<file path="src/rtl/ifc_pkg.sv">
package ifc_pkg;
  typedef enum logic {ST_IDLE = 1'b0, ST_RUN = 1'b1} ifc_state_e;
endpackage

</file>
<file path="src/rtl/ifc_gate_timer.sv">
module ifc_gate_timer #(
  parameter int BASE_DIV = 64,
  parameter int SEL_W    = 3,
  parameter int EW_W     = 2
) (
  input  logic             clk,
  input  logic             rst_n,
  input  logic             clr,
  input  logic             run,
  input  logic [SEL_W-1:0] sel_q,
  input  logic [EW_W-1:0]  ew_q,
  output logic             close,
  output logic             in_win
);
  localparam int PRE_W = $clog2(BASE_DIV);
  localparam int G_MAX = 2 ** (2 ** SEL_W - 1);
  localparam int W_MAX = 2 ** (2 ** EW_W - 1);
  localparam int TK_W  = $clog2(G_MAX + W_MAX + 1);

  logic [PRE_W-1:0] pre_q, pre_n;
  logic [TK_W-1:0]  tk_q, tk_n;
  logic [TK_W-1:0]  g_len, w_len, lo_tick, last_tick;
  logic             tick_end;

  always_comb begin
    g_len     = TK_W'(1) << sel_q;
    w_len     = TK_W'(1) << ew_q;
    lo_tick   = (g_len > w_len) ? (g_len - w_len) : '0;
    last_tick = g_len + w_len - TK_W'(1);
    tick_end  = (pre_q == PRE_W'(BASE_DIV - 1));
    close     = run && tick_end && (tk_q == last_tick);
    in_win    = (tk_q >= lo_tick) && (tk_q <= last_tick);
  end

  always_comb begin
    pre_n = pre_q;
    tk_n  = tk_q;
    if (clr) begin
      pre_n = '0;
      tk_n  = '0;
    end else if (run) begin
      if (tick_end) begin
        pre_n = '0;
        tk_n  = tk_q + TK_W'(1);
      end else begin
        pre_n = pre_q + PRE_W'(1);
      end
    end
  end

  always_ff @(posedge clk or negedge rst_n) begin
    if (!rst_n) begin
      pre_q <= '0;
      tk_q  <= '0;
    end else begin
      pre_q <= pre_n;
      tk_q  <= tk_n;
    end
  end


  tick_bound_chk: assert property (@(posedge clk) disable iff (!rst_n)
    run |-> (tk_q <= last_tick));

endmodule

</file>
<file path="src/rtl/ifc_down_counter.sv">
module ifc_down_counter #(
  parameter int MIN_W = 11,
  parameter int SEL_W = 3,
  localparam int MAX_W = MIN_W + 2 ** SEL_W - 1
) (
  input  logic             clk,
  input  logic             rst_n,
  input  logic             load,
  input  logic [MAX_W-1:0] preload,
  input  logic [SEL_W-1:0] sel_q,
  input  logic             dec,
  output logic             wrap
);
  logic [MAX_W-1:0] cnt_q, cnt_n, mask;

  for (genvar i = 0; i < MAX_W; i++) begin : g_mask
    assign mask[i] = (i < MIN_W + int'(sel_q));
  end

  assign wrap = dec && ((cnt_q & mask) == '0);

  always_comb begin
    cnt_n = cnt_q;
    if (load)     cnt_n = preload;
    else if (dec) cnt_n = (cnt_q - MAX_W'(1)) & mask;
  end

  always_ff @(posedge clk or negedge rst_n) begin
    if (!rst_n) cnt_q <= '0;
    else        cnt_q <= cnt_n;
  end


  wrap_ones_chk: assert property (@(posedge clk) disable iff (!rst_n)
    (wrap && !load) |=> (cnt_q == mask));

endmodule

</file>
<file path="src/rtl/ifc_wrap_judge.sv">
module ifc_wrap_judge (
  input  logic clk,
  input  logic rst_n,
  input  logic clr,
  input  logic wrap,
  input  logic in_win,
  output logic pass
);
  logic seen_q, seen_n, ok_q, ok_n;

  assign pass = ok_q || (!seen_q && wrap && in_win);

  always_comb begin
    seen_n = seen_q;
    ok_n   = ok_q;
    if (clr) begin
      seen_n = 1'b0;
      ok_n   = 1'b0;
    end else if (wrap && !seen_q) begin
      seen_n = 1'b1;
      ok_n   = in_win;
    end
  end

  always_ff @(posedge clk or negedge rst_n) begin
    if (!rst_n) begin
      seen_q <= 1'b0;
      ok_q   <= 1'b0;
    end else begin
      seen_q <= seen_n;
      ok_q   <= ok_n;
    end
  end


  first_wrap_sticky_chk: assert property (@(posedge clk) disable iff (!rst_n)
    (seen_q && !clr) |=> (seen_q && ok_q == $past(ok_q)));

endmodule

</file>
<file path="src/rtl/ifc_search_stop.sv">
module ifc_search_stop #(
  parameter int BASE_DIV     = 64,
  parameter int NOM_PER_TICK = 16,
  parameter int MIN_W        = 11,
  parameter int SEL_W        = 3,
  parameter int EW_W         = 2,
  parameter int CF_W         = 5
) (
  input  logic             clk,
  input  logic             rst_n,
  input  logic             if_pulse,
  input  logic             meas_en,
  input  logic             pll_lock,
  input  logic [SEL_W-1:0] gate_sel,
  input  logic [CF_W-1:0]  centre_trim,
  input  logic [EW_W-1:0]  err_win_sel,
  output logic             search_stop,
  output logic             meas_done
);
  import ifc_pkg::*;

  localparam int MAX_W  = MIN_W + 2 ** SEL_W - 1;
  localparam int CF_MID = 2 ** (CF_W - 1);

  logic [1:0]       rs_q;
  logic             rst_i_n;
  ifc_state_e       state_q, state_n;
  logic [SEL_W-1:0] sel_q, sel_n;
  logic [EW_W-1:0]  ew_q, ew_n;
  logic             flag_q, flag_n, done_q, done_n;
  logic             qual, run, close, in_win, wrap, pass;
  logic             start_fresh, restart, load;
  logic [MAX_W-1:0] preload;

  always_ff @(posedge clk or negedge rst_n) begin
    if (!rst_n) rs_q <= 2'b00;
    else        rs_q <= {rs_q[0], 1'b1};
  end
  assign rst_i_n = rs_q[1];

  assign qual        = meas_en && pll_lock;
  assign run         = (state_q == ST_RUN);
  assign start_fresh = !run && qual;
  assign restart     = run && qual && close;
  assign load        = start_fresh || restart;

  always_comb begin
    int e;
    e = (NOM_PER_TICK << gate_sel) + int'(centre_trim) - CF_MID;
    if (e < 1) e = 1;
    preload = MAX_W'(e - 1);
  end

  always_comb begin
    state_n = qual ? ST_RUN : ST_IDLE;
    sel_n   = load ? gate_sel : sel_q;
    ew_n    = load ? err_win_sel : ew_q;
    done_n  = restart;
    flag_n  = flag_q;
    if (!qual)            flag_n = 1'b0;
    else if (start_fresh) flag_n = 1'b0;
    else if (restart)     flag_n = pass;
  end

  always_ff @(posedge clk or negedge rst_i_n) begin
    if (!rst_i_n) begin
      state_q <= ST_IDLE;
      sel_q   <= '0;
      ew_q    <= '0;
      flag_q  <= 1'b0;
      done_q  <= 1'b0;
    end else begin
      state_q <= state_n;
      sel_q   <= sel_n;
      ew_q    <= ew_n;
      flag_q  <= flag_n;
      done_q  <= done_n;
    end
  end

  ifc_gate_timer #(.BASE_DIV(BASE_DIV), .SEL_W(SEL_W), .EW_W(EW_W)) u_timer (
    .clk(clk), .rst_n(rst_i_n), .clr(load), .run(run),
    .sel_q(sel_q), .ew_q(ew_q), .close(close), .in_win(in_win)
  );

  ifc_down_counter #(.MIN_W(MIN_W), .SEL_W(SEL_W)) u_count (
    .clk(clk), .rst_n(rst_i_n), .load(load), .preload(preload),
    .sel_q(sel_q), .dec(if_pulse && run), .wrap(wrap)
  );

  ifc_wrap_judge u_judge (
    .clk(clk), .rst_n(rst_i_n), .clr(load), .wrap(wrap),
    .in_win(in_win), .pass(pass)
  );

  assign search_stop = flag_q;
  assign meas_done   = done_q;


  flag_drop_chk: assert property (@(posedge clk) disable iff (!rst_i_n)
    !qual |=> !search_stop);


  done_single_chk: assert property (@(posedge clk) disable iff (!rst_i_n)
    meas_done |=> !meas_done);


  flag_rise_chk: assert property (@(posedge clk) disable iff (!rst_i_n)
    $rose(search_stop) |-> meas_done);


  done_qual_chk: assert property (@(posedge clk) disable iff (!rst_i_n)
    meas_done |-> $past(qual));

endmodule

</file>
<file path="config.mk">
export PLATFORM = sky130hd
export DESIGN_NAME = ifc_search_stop
export DESIGN_NICKNAME = d
export VERILOG_FILES = /design/src/rtl/ifc_pkg.sv /design/src/rtl/ifc_gate_timer.sv /design/src/rtl/ifc_down_counter.sv /design/src/rtl/ifc_wrap_judge.sv /design/src/rtl/ifc_search_stop.sv
export SDC_FILE = /design/constraint.sdc
export NUM_CORES = 1
export LEC_CHECK = 0
export BUFFER_PORTS_ARGS = -buffer_cell sky130_fd_sc_hd__buf_4
export CAP_MARGIN = 20
export CORE_MARGIN = 2
export CORE_UTILIZATION = 60
export DETAILED_ROUTE_END_ITERATION = 10
export PLACE_DENSITY_LB_ADDON = 0.1
export SETUP_SLACK_MARGIN = 0.3
export SLEW_MARGIN = 40
export SYNTH_ARGS = -nofsm -noshare
export SYNTH_HDL_FRONTEND = slang
export SYNTH_HIERARCHICAL = 1
export SYNTH_SLANG_ARGS = --single-unit
</file>
<file path="constraint.sdc">
create_clock -name clk -period 1.6 [get_ports clk]
set_input_delay 0.24 -clock clk [delete_from_list [all_inputs] [get_ports clk]]
set_output_delay 0.24 -clock clk [all_outputs]
set_load 0.05 [all_outputs]
</file>
# Word-level counts from Yosys, hierarchy flattened
# Index checks and enable logic that the tools add are counted.
# word_totals
output_inout_bits,2
regBits,44
# classes
bitwise,2
mux,18
order_cmp,22
addsub,10
reduce_logical,21
n_shift,3
n_eq_ne,3
# ops
cell,count
5-bit by 32-bit less-than comparator with 1-bit output (first input constant),8
4-bit by 32-bit less-than comparator with 1-bit output (first input constant),4
3-bit by 32-bit less-than comparator with 1-bit output (first input constant),2
6-bit by 32-bit less-than comparator with 1-bit output (first input constant),2
18-bit two-way mux,3
18-bit AND,2
32-bit by 6-bit adder with 32-bit output,1
2-bit by 32-bit less-than comparator with 1-bit output (first input constant),1
32-bit by 2-bit less-than comparator with 1-bit output (second input constant),1
8-bit two-way mux,4
5-bit by 3-bit << shifter with 32-bit output (first input constant),1
32-bit by 6-bit subtractor with 32-bit output (second input constant),1
18-bit logical NOT,1
6-bit two-way mux,3
18-bit by 1-bit subtractor with 18-bit output (second input constant),1
18-bit by 2-bit subtractor with 18-bit output (second input constant),1
1-bit logical AND,11
8-bit by 1-bit adder with 8-bit output (second input constant),1
8-bit adder,1
8-bit == test,1
8-bit >= comparator,1
8-bit > comparator,1
8-bit <= comparator,1
1-bit two-way mux,8
other kinds (13),18

# Logic depth before layout (Yosys ltp)
# depth
depth_word,11
depth_mapped,24

# Cells and area by module
# Netlist, hierarchy kept.
# by_module_without_submodules
module,cells_per_inst,area_per_inst_um2,seq_area_each_um2,instances
ifc_gate_timer,208,1722.9,350.3,1
ifc_down_counter,202,1629.1,450.4,1
ifc_search_stop,175,1432.6,250.2,1
ifc_wrap_judge,9,101.3,50.0,1

# Worst setup path before layout
# OpenSTA, ideal clock, no wires.
# synth_path
path_type,flip-flop to flip-flop
from,register sel_q[2]
to,register u_count.cnt_q[10]
setup_time_ps,125
path_slack_ps,-3489
t_arrival_ps,4964
period_less_slack_ps,5089
t_required_ps,1475
stages_incl_launch_ff,19
cell_sequence,dfrtp_1 buf_2 nor2_1 and2_1 ha_1 ha_1 fa_1 nor2_1 o21ai_0 a31oi_1 mux2_2 ha_1 nand4_1 nor4_1 inv_1 a21boi_1 buf_6 clkbuf_1 mux2_2
# synth_between
elab_chain_cells,8
# synth_lines
element,line_no,text
from (decl),ifc_search_stop.sv:28,"logic [SEL_W-1:0] sel_q, sel_n;"
from (signal assigned),ifc_search_stop.sv:74,sel_q <= sel_n;
1-bit by 3-bit << shifter with 8-bit output *,ifc_gate_timer.sv:26,g_len = TK_W'(1) << sel_q;
8-bit adder *,ifc_gate_timer.sv:29,last_tick = g_len + w_len - TK_W'(1);
8-bit by 1-bit subtractor with 8-bit output *,ifc_gate_timer.sv:29,
8-bit == test *,ifc_gate_timer.sv:31,close = run && tick_end && (tk_q == last_tick);
1-bit logical AND *,ifc_gate_timer.sv:31,
net close,ifc_search_stop.sv:31,"logic qual, run, close, in_win, wrap, pass;"
1-bit logical AND *,ifc_search_stop.sv:44,assign restart = run && qual && close;
1-bit logical OR *,ifc_search_stop.sv:45,assign load = start_fresh || restart;
net load,ifc_search_stop.sv:32,"logic start_fresh, restart, load;"
18-bit two-way mux or 2-bit nonzero test (tied branches),--,
to (signal assigned),ifc_down_counter.sv:30,else cnt_q <= cnt_n;
to (decl),ifc_down_counter.sv:14,"logic [MAX_W-1:0] cnt_q, cnt_n, mask;"
# The timed path passes the listed nets; every way through them passes the cells marked *. The select of a mux whose other input is x is not followed.
# A chain may end at the register's enable or synchronous reset.

# Worst setup path in the final report
# layout_path
from,input port gate_sel[0]
to,register u_count.cnt_q[14]
# layout_between
elab_chain_cells,7
# layout_lines
element,line_no,text
from (decl),ifc_search_stop.sv:14,"input logic [SEL_W-1:0] gate_sel,"
5-bit by 3-bit << shifter with 32-bit output *,ifc_search_stop.sv:49,e = (NOM_PER_TICK << gate_sel) + int'(centre_trim) - CF_MID;
32-bit by 6-bit adder with 32-bit output *,ifc_search_stop.sv:49,
32-bit by 6-bit subtractor with 32-bit output *,ifc_search_stop.sv:49,
32-bit by 2-bit less-than comparator with 1-bit output,ifc_search_stop.sv:50,if (e < 1) e = 1;
18-bit two-way mux *,ifc_search_stop.sv:50,
18-bit by 2-bit subtractor with 18-bit output *,ifc_search_stop.sv:51,preload = MAX_W'(e - 1);
net preload[14],ifc_search_stop.sv:33,logic [MAX_W-1:0] preload;
18-bit two-way mux *,ifc_down_counter.sv:24,if (load) cnt_n = preload;
# The timed path passes the listed nets; every way through them passes the cells marked *.

==> impl_metrics.tcl <==
set metrics [dict create \
    outcome "finished, violations left" \
    violations "setup timing" \
    root_buffer "clkbuf_8" \
    postLayoutSetupSlackWorst_ns -2.79 \
    drt_pre_antenna_iters 7 \
    worstSetupPathType "in2reg" \
    grt.total_usage 0.372 \
    finalHoldViolations 0 \
    seq_area_mm2 0.00110 \
    clockBufferDepth 2 \
    syn-num-nets 658 \
    reg2reg_slack_ns -2.78 \
    synth_warnings 6 \
    htree_num_levels 2 \
    gr-total-overflow 0 \
    clk_pin_slew_ns 0.10 \
    globalplace.congestion 0.959 \
    placed_area_mm2 0.00644 \
    antenna_found_initial 2 \
    synth-edff-count 0 \
    cap_violations 0 \
    crit_arrival_ns 4.58 \
    area_growth_pct 46.1 \
    wl_per_cell_um 22.8 \
    relSlewSlack 0.647 \
    tightest_slew_ns 0.516 \
    critical_path_cell_count 22 \
    power.leakage_nw 3.23 \
    initial_core_util 0.626 \
    ant_nets 0 \
    io_pins 17 \
    drive_gt1_frac 0.407 \
    period_share 2.74 \
    reg2reg_from "sel_q[0]" \
    p_total_mw 7.46 \
    r2r_cells 16 \
    finalCriticalPeriod_ns 4.39 \
    place_ws_ns -3.06 \
    min_path_type "in2reg" \
    final_area_mm2 0.00714 \
    cpLargestDelayFamily "simple AND/OR/NAND/NOR gates" \
    die_area_mm2 0.00888 \
    r2r-end "sel_q[1]" \
    crit_slowest_cell "or3b_4" \
    worstPathRequired_ns 1.79 \
    io_buffers 16 \
    num_rows 32 \
    whs_endpoint "ew_q[1]" \
    drtIter0Drc 724 \
    cpPeakStageDelay_ns 0.43 \
    grt_first_pass_wirelength_um 26100 \
    syn_area_mm2 0.00489 \
    die_w_um 94.2 \
    ys_seq_area_frac 0.225 \
    synthFlopType "dfrtp_1" \
    min_delay_path_depth 2 \
    routed_via_density 6.78 \
    crit_buf_inv 4 \
    post-route-drc-count 0 \
    avgSynthCellArea_um2 8.23 \
    grt_max_degree 43 \
    synth_cell_types 88 \
    rsz0062_at_grt "true" \
    cp_cell_sequence "buf_6 -> buf_4 -> or3b_4 -> buf_4 -> ha_1 -> a21oi_1 -> a21oi_1 -> o221ai_2 -> ha_1 -> inv_1 -> nor4b_4 -> nand4b_1 -> nor2_2 -> ha_4 -> nor2_4 -> ha_4 -> o2111ai_4 -> nor4_4 -> xor2_1 -> a21boi_1 -> a21oi_2 -> o21ai_1" \
    setup_viol 41 \
    fmax_ghz 0.228 \
    via_count 6009 \
    final_common_cell "buf_4" \
    power_density_mw_per_mm2 1040 \
    yosys_register_bits 44 \
    cts_tree "built" \
    slew_violations 0 \
    clock-sinks 44 \
    whs_ns 0.167 \
    layout_common_cells "183 x buf_4, 47 x nor2_1, 42 x inv_1" \
    cts_buffers 5 \
    core_mm2 0.00781 \
    multiInputGateArea_mm2 0.00392 \
    fin_nets 846 \
    synth_cells 594 \
    place_hpwl_um 11200 \
    worst_skew_pair.late_latency_ns 0.32 \
    skew_ns 0.0222 \
    grt_pass1_vias 5584 \
    fill_cells 319 \
    cp_max_fo 9 \
    crit_start "gate_sel[0]" \
    fp.dieH_um 94.2 \
    async_reset_ff_frac 1.00 \
    crit_path_start_kind "input port" \
    cp-end-kind "flop" \
    peakVddDrop_mv 0.852 \
    worstHoldStart "err_win_sel[1]" \
    routed_wl_um 20200 \
    final_util 0.914 \
]
metal layers:
| metal | routed length, µm | global-route usage |
|---|---|---|
| met1 | 6810 | 0.424 |
| met3 | 2100 | 0.0674 |
| met5 | 13 | 0 |
| met2 | 9390 | 0.671 |
| met4 | 1870 | 0.170 |
power by group:
| part | internal, mW | switching, mW |
|---|---|---|
| Clock | 0.473 | 0.500 |
| Sequential | 1.29 | 0.186 |
| Combinational | 2.36 | 2.66 |
synthesized netlist by cell type, drive strengths merged, types with 6 or more instances:
master	instances	area share
nor2	54	0.042
a21oi	46	0.049
ha	46	0.12
inv	46	0.035
dfrtp	44	0.23
nand2	42	0.032
o21ai	30	0.032
nor3	26	0.029
xnor2	24	0.047
nand3	20	0.020
nor2b	18	0.026
nand2b	17	0.022
buf	13	0.020
mux2	12	0.028
nand4	11	0.020
clkbuf	10	0.0087
nor4	9	0.022
xor2	8	0.014
and2	7	0.0090
nor3b	7	0.014
or3	7	0.0092
a31oi	6	0.0077
o22ai	6	0.0077
registers in the layout, indices dropped and copies added, names as in the netlist:
register / count
u_timer/pre_q: 6
meas_done: 1
run: 1
sel_q: 3
u_judge/ok_q: 1
u_count/cnt_q: 18
ew_q: 2
rs_q: 2
u_timer/tk_q: 8
search_stop: 1
u_judge/seen_q: 1
worst register-to-register path, stage by stage (launching register included):
cell and delay (ns):
dfrtp_1 0.43, nor2_1 0.18, and2_4 0.18, ha_2 0.30
fa_2 0.44, nand2_1 0.12, o21ai_2 0.09, a31oi_1 0.27
mux2_4 0.35, ha_4 0.27, nand4_1 0.22, nor4_4 0.38
inv_1 0.12, a21boi_4 0.24, buf_12 0.19, buf_12 0.13
mux2_4 0.34
cell families after synthesis:
family,synth area share
compound gates,0.175
xor+xnor,0.0612
fa+ha+maj,0.134
buf+inv,0.0643
flops,0.225
mux,0.0379
other cells,0.000768
simple gates,0.301
final cells by class:
class	count	area share
Sequential cell	44	0.155
Clock inverter	3	0.00648
Timing Repair Buffer	204	0.238
Antenna cell	1	0.000351
Clock buffer	5	0.00964
Inverter	46	0.0245
Tap cell	102	0.0179
Multi-Input combinational cell	481	0.549
through the flow:
| step | TNS, ns | std cells |
|---|---|---|
| 2_1_floorplan | -95.65 | 594 |
| 3_3_place_gp | -96.50 | 854 |
| 3_5_place_dp | -101.88 | 854 |
| 4_1_cts | -93.06 | 873 |
| 5_1_grt | -109.70 | 885 |
| 6_report | -107.10 | 886 |
worst max path at each step:
stage,endpoint,slack (ns)
after global routing,u_count/cnt_q[14],-2.93
after CTS,u_count/cnt_q[14],-2.42
after floorplan,u_count/cnt_q[14],-3.07
final,u_count/cnt_q[14],-2.79
after detailed placement,u_count/cnt_q[14],-3.06
after global placement,u_count/cnt_q[14],-2.84
what timing repair did:
action | 4_1_cts | 5_1_grt
hold buffers | 1 | 0
pin swaps | 19 | 22
gates resized for setup | 49 | 29
endpoints found under the setup margin | 41 | 41
buffers inserted | 8 | 12
gates cloned | 2 | 0
endpoints found under the hold margin | 2 | 0
(Power assumes the default switching activity.)
